===== src/rtl/pwm_dither_pkg.sv =====
package pwm_dither_pkg;
  typedef enum logic {
    SWEEP_DOWN = 1'b0,
    SWEEP_UP   = 1'b1
  } sweep_dir_e;
endpackage


===== src/rtl/pwm_period_counter.sv =====
module pwm_period_counter #(
  parameter int PER_W = 16
) (
  input  logic             clk,
  input  logic             rst_n,
  input  logic [PER_W-1:0] len_next,
  output logic [PER_W-1:0] cnt,
  output logic [PER_W-1:0] len,
  output logic             start,
  output logic             wrap,
  output logic             first
);
  logic [PER_W-1:0] cnt_q, cnt_d, len_q, len_d;
  logic             start_q, first_q;
  logic [PER_W:0]   cnt_inc;

  // first_q forces a boundary on the first edge after reset release
  assign cnt_inc = {1'b0, cnt_q} + (PER_W+1)'(1);
  assign wrap    = first_q | (cnt_inc >= {1'b0, len_q});

  always_comb begin
    cnt_d = cnt_inc[PER_W-1:0];
    len_d = len_q;
    if (wrap) begin
      cnt_d = '0;
      len_d = len_next;
    end
  end

  always_ff @(posedge clk or negedge rst_n) begin
    if (!rst_n) begin
      cnt_q   <= '0;
      len_q   <= '0;
      start_q <= 1'b0;
      first_q <= 1'b1;
    end else begin
      cnt_q   <= cnt_d;
      len_q   <= len_d;
      start_q <= wrap;
      first_q <= 1'b0;
    end
  end

  assign cnt   = cnt_q;
  assign len   = len_q;
  assign start = start_q;
  assign first = first_q;
endmodule


===== src/rtl/pwm_dither_stepper.sv =====
module pwm_dither_stepper
  import pwm_dither_pkg::*;
#(
  parameter int PER_W   = 16,
  parameter int STEP_W  = 8,
  parameter int DWELL_W = 4,
  parameter int NSTEP_W = 4
) (
  input  logic               clk,
  input  logic               rst_n,
  input  logic               wrap,
  input  logic               first,
  input  logic               en,
  input  logic [PER_W-1:0]   cfg_base,
  input  logic [STEP_W-1:0]  cfg_step,
  input  logic [DWELL_W-1:0] cfg_dwell,
  input  logic [NSTEP_W-1:0] cfg_steps,
  output logic [NSTEP_W-1:0] lvl_next,
  output logic [NSTEP_W-1:0] lvl,
  output logic [PER_W-1:0]   base_snap,
  output logic [STEP_W-1:0]  step_snap,
  output logic [NSTEP_W-1:0] steps_snap
);
  logic [NSTEP_W-1:0] lvl_q, lvl_d;
  logic [DWELL_W-1:0] dw_q, dw_d;
  sweep_dir_e         dir_q, dir_d;
  logic [PER_W-1:0]   base_q;
  logic [STEP_W-1:0]  step_q;
  logic [DWELL_W-1:0] dwell_q;
  logic [NSTEP_W-1:0] steps_q;
  logic               snap;

  always_comb begin
    lvl_d = lvl_q;
    dir_d = dir_q;
    dw_d  = dw_q;
    if (first || !en) begin
      lvl_d = '0;
      dir_d = SWEEP_UP;
      dw_d  = '0;
    end else if (dw_q < dwell_q) begin
      dw_d = dw_q + DWELL_W'(1);
    end else begin
      dw_d = '0;
      if (steps_q == '0) begin
        lvl_d = '0;
        dir_d = SWEEP_UP;
      end else if (dir_q == SWEEP_UP) begin
        lvl_d = lvl_q + NSTEP_W'(1);
        if (lvl_d >= steps_q) dir_d = SWEEP_DOWN;
      end else begin
        lvl_d = lvl_q - NSTEP_W'(1);
        if (lvl_d == '0) dir_d = SWEEP_UP;
      end
    end
  end

  // configuration is captured only on boundaries that land on the base level
  assign snap = wrap && (lvl_d == '0);

  always_ff @(posedge clk or negedge rst_n) begin
    if (!rst_n) begin
      lvl_q <= '0;
      dir_q <= SWEEP_UP;
      dw_q  <= '0;
    end else if (wrap) begin
      lvl_q <= lvl_d;
      dir_q <= dir_d;
      dw_q  <= dw_d;
    end
  end

  always_ff @(posedge clk or negedge rst_n) begin
    if (!rst_n) begin
      base_q  <= '0;
      step_q  <= '0;
      dwell_q <= '0;
      steps_q <= '0;
    end else if (snap) begin
      base_q  <= cfg_base;
      step_q  <= cfg_step;
      dwell_q <= cfg_dwell;
      steps_q <= cfg_steps;
    end
  end

  assign lvl_next   = lvl_d;
  assign lvl        = lvl_q;
  assign base_snap  = base_q;
  assign step_snap  = step_q;
  assign steps_snap = steps_q;
endmodule


===== src/rtl/pwm_len_calc.sv =====
module pwm_len_calc #(
  parameter int PER_W   = 16,
  parameter int STEP_W  = 8,
  parameter int NSTEP_W = 4
) (
  input  logic [NSTEP_W-1:0] lvl,
  input  logic [PER_W-1:0]   base_snap,
  input  logic [STEP_W-1:0]  step_snap,
  input  logic [PER_W-1:0]   cfg_base,
  output logic [PER_W-1:0]   len_next
);
  localparam int SUM_W = PER_W + STEP_W + NSTEP_W + 1;
  localparam logic [SUM_W-1:0] LEN_MAX = SUM_W'({PER_W{1'b1}});

  logic [SUM_W-1:0] sum;

  assign sum = SUM_W'(base_snap) + SUM_W'(lvl) * SUM_W'(step_snap);

  always_comb begin
    if (lvl == '0)          len_next = cfg_base;
    else if (sum > LEN_MAX) len_next = {PER_W{1'b1}};
    else                    len_next = sum[PER_W-1:0];
  end
endmodule


===== src/rtl/pwm_dither_gen.sv =====
module pwm_dither_gen #(
  parameter int PER_W   = 16,
  parameter int STEP_W  = 8,
  parameter int DWELL_W = 4,
  parameter int NSTEP_W = 4
) (
  input  logic               clk,
  input  logic               rst_n,
  input  logic               dith_en,
  input  logic [PER_W-1:0]   base_period,
  input  logic [STEP_W-1:0]  step_size,
  input  logic [DWELL_W-1:0] dwell_periods,
  input  logic [NSTEP_W-1:0] step_count,
  output logic [PER_W-1:0]   period_len,
  output logic [PER_W-1:0]   period_cnt,
  output logic               period_start
);
  logic               wrap, first;
  logic [PER_W-1:0]   len_next, base_q;
  logic [STEP_W-1:0]  step_q;
  logic [NSTEP_W-1:0] lvl_next, lvl_q, steps_q;

  pwm_period_counter #(.PER_W(PER_W)) u_cnt (
    .clk(clk), .rst_n(rst_n), .len_next(len_next),
    .cnt(period_cnt), .len(period_len), .start(period_start),
    .wrap(wrap), .first(first)
  );

  pwm_dither_stepper #(
    .PER_W(PER_W), .STEP_W(STEP_W), .DWELL_W(DWELL_W), .NSTEP_W(NSTEP_W)
  ) u_step (
    .clk(clk), .rst_n(rst_n), .wrap(wrap), .first(first), .en(dith_en),
    .cfg_base(base_period), .cfg_step(step_size),
    .cfg_dwell(dwell_periods), .cfg_steps(step_count),
    .lvl_next(lvl_next), .lvl(lvl_q), .base_snap(base_q),
    .step_snap(step_q), .steps_snap(steps_q)
  );

  pwm_len_calc #(.PER_W(PER_W), .STEP_W(STEP_W), .NSTEP_W(NSTEP_W)) u_calc (
    .lvl(lvl_next), .base_snap(base_q), .step_snap(step_q),
    .cfg_base(base_period), .len_next(len_next)
  );
endmodule


===== config.mk =====
export PLATFORM = sky130hd
export DESIGN_NAME = pwm_dither_gen
export DESIGN_NICKNAME = d
export VERILOG_FILES = /design/src/rtl/pwm_dither_pkg.sv /design/src/rtl/pwm_period_counter.sv /design/src/rtl/pwm_dither_stepper.sv /design/src/rtl/pwm_len_calc.sv /design/src/rtl/pwm_dither_gen.sv
export SDC_FILE = /design/constraint.sdc
export NUM_CORES = 1
export LEC_CHECK = 0
export BUFFER_PORTS_ARGS = -buffer_cell sky130_fd_sc_hd__buf_2
export CORE_MARGIN = 4
export CORE_UTILIZATION = 54
export CTS_BUF_LIST = sky130_fd_sc_hd__clkbuf_8 sky130_fd_sc_hd__clkbuf_16
export DETAILED_ROUTE_END_ITERATION = 6
export HOLD_SLACK_MARGIN = 0.02
export PLACE_DENSITY = 0.74
export SLEW_MARGIN = 20
export SYNTH_ARGS = -nofsm -noshare
export SYNTH_HDL_FRONTEND = slang
export SYNTH_HIERARCHICAL = 1
export SYNTH_SLANG_ARGS = --single-unit
export TNS_END_PERCENT = 20

===== constraint.sdc =====
create_clock -name clk -period 5.6 [get_ports clk]
set_input_delay 1.4 -clock clk [delete_from_list [all_inputs] [get_ports clk]]
set_output_delay 1.4 -clock clk [all_outputs]
set_load 0.005 [all_outputs]

==> results.txt <==
* Run status: finished, final reports clean
* Worst hold path startpoint: u_step/base_snap[4]
- Summed area of non-filler cells in the final layout: 6820 sq um
* Syn-to-layout area delta: 19.5%
- The die is 111 um wide.
- The synthesized design contains 0 enable-type register cells.
- 68 I/O pins were placed.
- In the routed layout, each cell is associated on average with a via count of 5.55.
- Final min period: 5470 ps
* Most used flip-flop cell after synthesis: sky130_fd_sc_hd__dfrtp_1
- The synthesized design contains 75 register bits.
* Nets in the synthesized netlist: 671
* Worst slew margin relative to its limit: 35.7%
* Final total power: 1490 uW
- Number of warnings reported in the yosys synthesis log: 6
- The number of global-route vias before repair came to 4575.
- Commonest cells after routing, fill and taps aside: sky130_fd_sc_hd__inv_1, sky130_fd_sc_hd__dfrtp_1, sky130_fd_sc_hd__buf_2, sky130_fd_sc_hd__ha_1, sky130_fd_sc_hd__and2_1
- Max-cap check violation count: 0
- In the finished design, the share of the clock period the worst path needs comes to 97.7%.
- Clock Skews: 8.79 ps
- Of the synthesized area, sequential elements account for 32.9%.
- Crit path launch: u_step/dw_q[1]
- The number of hold violations in the final report is 0.
- Setup violations remaining at the end of the flow were counted as 0.
- In this run the worst hold path is classified as flip-flop to flip-flop.
- For this run, the total global-route usage over all layers was measured as 21.3%.
- Once the floorplan was initialized, standard cells occupied 55.3% of the core.
- The sequential cells in the finished layout cover a total of 1880 sq um.
- The worst setup path is launched from a flip-flop.
* Number of remaining DRC errors: 0
* Post-CTS Hold Fix Bufs: 0
- Fin util: 66.0%
* Most common library cell in the layout ignoring fill and taps: sky130_fd_sc_hd__inv_1
- 0 antenna diodes ended up in the layout.
* Number of H-tree branching levels: 3
- Weighted congestion reported at the end of routability-driven placement: 0.864
- The first global-routing pass estimated 21.7 mm of wire.
* Site row count: 37
- Die Span Y: 111 um
- Largest net degree at the start of global routing: 76
- After detailed routing, the average wire length per cell comes to 16.2 um.
- Antenna violations before repair: 0
* Startpoint of the worst register-to-register path: u_step/dw_q[1]
- For this design the ratio of total power to cell area is 219 nW/um^2.
- For the worst setup path, the data arrival time is 5720 ps.
- Highest clock rate: 183 MHz
* Synth Instances: 565
- DR iter-0 viols: 251
- Across the VDD grid, the largest voltage drop is 0.142 mV.
* Area of the core region: 10300 sq um
- Clock tree synthesis inserted a total of 9 buffers.
* Routed vias: 4502
* Fill cells: 840
- Async set-reset flop share out of synthesis: 100%
* CTS tree: built
* GR Overflow Total: 0
* Port Buf Inserts: 67
- The finished layout holds 811 standard cells, fillers aside.
- The tree is rooted in a sky130_fd_sc_hd__clkbuf_8.
* Area occupied by multi-input gates: 3590 sq um
* Clk Latency, worst-skew pair: 360 ps
- Critical Setup Path Class: flip-flop to flip-flop
- The final layout contains 776 nets.
* CP endpoint kind: flip-flop
- Actual slew at the worst max-slew pin: 965 ps
* Number of nets with antenna violations after routing: 0
- Summing all placed instances gives a cell area of 6400 sq um.
- In this run the deepest clock path goes through 2 buffers.
* Area of the die: 12300 sq um
* Clock slew at the register clock pins of the worst setup and hold paths: 80 ps
* Peak fanout along the critical path: 7
- Number of unique standard cell types used by synthesis: 62
* Placed Instances: 784
* Final Max Tran Viols: 0
- Pre-antenna DRT Iters: 4
- Drt total wl: 13.1 mm
- Layout cells sized above 1: 28.3%
- CTS sink cnt: 75
- Dpl hpwl: 9.81 mm
* Mean Syn Cell Area: 10.1 sq um
- For the worst setup path, the data required time is 5840 ps.
- After synthesis the cells add up to 5700 sq um.
* Leakage power summed over all cells: 0.00341 uW
-- synth_stat cells, types with 2 or more instances --
master / n / share of area (%)
sky130_fd_sc_hd__a211oi_1: 6 / 0.79
sky130_fd_sc_hd__a211oi_2: 2 / 0.44
sky130_fd_sc_hd__a21o_1: 4 / 0.53
sky130_fd_sc_hd__a21oi_1: 19 / 1.7
sky130_fd_sc_hd__a21oi_2: 12 / 1.8
sky130_fd_sc_hd__and2_1: 44 / 4.8
sky130_fd_sc_hd__and3_1: 5 / 0.55
sky130_fd_sc_hd__and4_4: 2 / 0.39
sky130_fd_sc_hd__buf_6: 5 / 0.99
sky130_fd_sc_hd__clkbuf_1: 6 / 0.39
sky130_fd_sc_hd__dfrtp_1: 73 / 32
sky130_fd_sc_hd__dfstp_2: 2 / 0.92
sky130_fd_sc_hd__fa_1: 21 / 7.4
sky130_fd_sc_hd__ha_1: 50 / 11
sky130_fd_sc_hd__inv_1: 76 / 5.0
sky130_fd_sc_hd__mux2_1: 32 / 6.3
sky130_fd_sc_hd__mux2_2: 9 / 1.8
sky130_fd_sc_hd__mux2_4: 8 / 2.1
sky130_fd_sc_hd__mux2i_1: 2 / 0.35
sky130_fd_sc_hd__nand2_1: 22 / 1.4
sky130_fd_sc_hd__nand2b_1: 8 / 0.88
sky130_fd_sc_hd__nand3_1: 11 / 0.97
sky130_fd_sc_hd__nand4_1: 7 / 0.77
sky130_fd_sc_hd__nor2_1: 33 / 2.2
sky130_fd_sc_hd__nor2b_1: 6 / 0.66
sky130_fd_sc_hd__nor3_1: 7 / 0.61
sky130_fd_sc_hd__nor3b_1: 3 / 0.39
sky130_fd_sc_hd__nor4_2: 2 / 0.44
sky130_fd_sc_hd__o211ai_1: 2 / 0.26
sky130_fd_sc_hd__o21a_1: 3 / 0.39
sky130_fd_sc_hd__o21ai_0: 17 / 1.5
sky130_fd_sc_hd__o21ai_1: 5 / 0.44
sky130_fd_sc_hd__o31ai_1: 3 / 0.39
sky130_fd_sc_hd__or2_2: 2 / 0.22
sky130_fd_sc_hd__or4_1: 3 / 0.39
sky130_fd_sc_hd__xnor2_1: 15 / 2.3
sky130_fd_sc_hd__xor2_1: 13 / 2.0
-- cell families (layout without fill, tap and decap cells) --
logic type	Yosys count	count (layout)	synth area share, %
simple gates	164	164	16.4
buf+inv	89	199	6.58
compound gates	86	86	10.8
flops	75	75	32.9
fa+ha+maj	71	71	18.3
mux	51	51	10.6
xor+xnor	28	28	4.30
other cells	1	1	0.0657
-- timing repair --
item / CTS / global route
gates resized for setup: 2 / 23
setup endpoints to repair: 14 / 15
pin swaps: 1 / 23
gates cloned: 0 / 1
setup buffers: 3 / 7
-- critical path, stage by stage, from the launching register on --
cell                        delay, ps
sky130_fd_sc_hd__dfrtp_1          400
sky130_fd_sc_hd__ha_1             290
sky130_fd_sc_hd__inv_1             50
sky130_fd_sc_hd__o21a_1           190
sky130_fd_sc_hd__or4b_4           550
sky130_fd_sc_hd__a21oi_4          240
sky130_fd_sc_hd__and2_4           200
sky130_fd_sc_hd__fa_1             420
sky130_fd_sc_hd__fa_1             550
sky130_fd_sc_hd__inv_1             60
sky130_fd_sc_hd__fa_1             500
sky130_fd_sc_hd__inv_1             40
sky130_fd_sc_hd__ha_2             180
sky130_fd_sc_hd__a211o_1          320
sky130_fd_sc_hd__o211ai_2         180
sky130_fd_sc_hd__or3b_4           430
sky130_fd_sc_hd__a31oi_4          240
sky130_fd_sc_hd__clkbuf_16        190
sky130_fd_sc_hd__a21oi_2           50
sky130_fd_sc_hd__mux2_4           260
-- per-layer routing --
metal / vias up / part of all wire, % / track usage (%)
met5: - / 0 / 0
met1: 2225 / 43 / 28.0
met3: 25 / 4.2 / 3.11
li1: 2127 / - / -
met2: 125 / 51 / 36.4
met4: 0 / 1.5 / 6.98
-- state kept, by name, summed over array words and instances, names as in the netlist --
signal             flops
u_cnt/start            1
u_step/dw_q            4
u_cnt/first            1
u_step/steps_snap      4
u_cnt/len             16
u_step/step_snap       8
u_step/base_snap      16
u_step/lvl             4
u_step/dir_q           1
u_step/dwell_q         4
u_cnt/cnt             16
-- where the power goes --
part | switching, uW | internal (uW) | leakage (uW)
Sequential | 53.1 | 597 | 0.000920
Combinational | 197 | 177 | 0.00238
Clock | 217 | 250 | 0.000111
Total | 467 | 1020 | 0.00341
-- area by class of cell --
cell class              instances  area share, %
clock buffers                   9           1.82
inverters                      77           4.28
clock inverters                 7           1.38
repair buffers                106           9.75
well taps                     136           2.50
flip-flops and latches         75           27.6
multi-input cells             401           52.7
-- final timing paths --
kind,to,slack (ps),cells after the start
max,u_cnt/len[11],130,19
min,u_step/base_snap[4],490,1
max reg2reg,u_cnt/len[11],130,19
min reg2reg,u_step/base_snap[4],490,1
max in group asynchronous,u_step/lvl[1],3740,1
min in group asynchronous,u_step/dw_q[3],1170,1
-- per-stage QoR --
stage / hold slack [ps] / setup slack, ps / setup TNS (ps)
after floorplan: 450 / 15.3 / 0
after global placement: 467 / -173 / -2280
after CTS: 492 / 115 / 0
after detailed placement: 472 / -268 / -3590
final: 488 / 128 / 0
after global routing: 512 / -27.9 / -137
No activity file was read; power rests on OpenSTA's default activity.
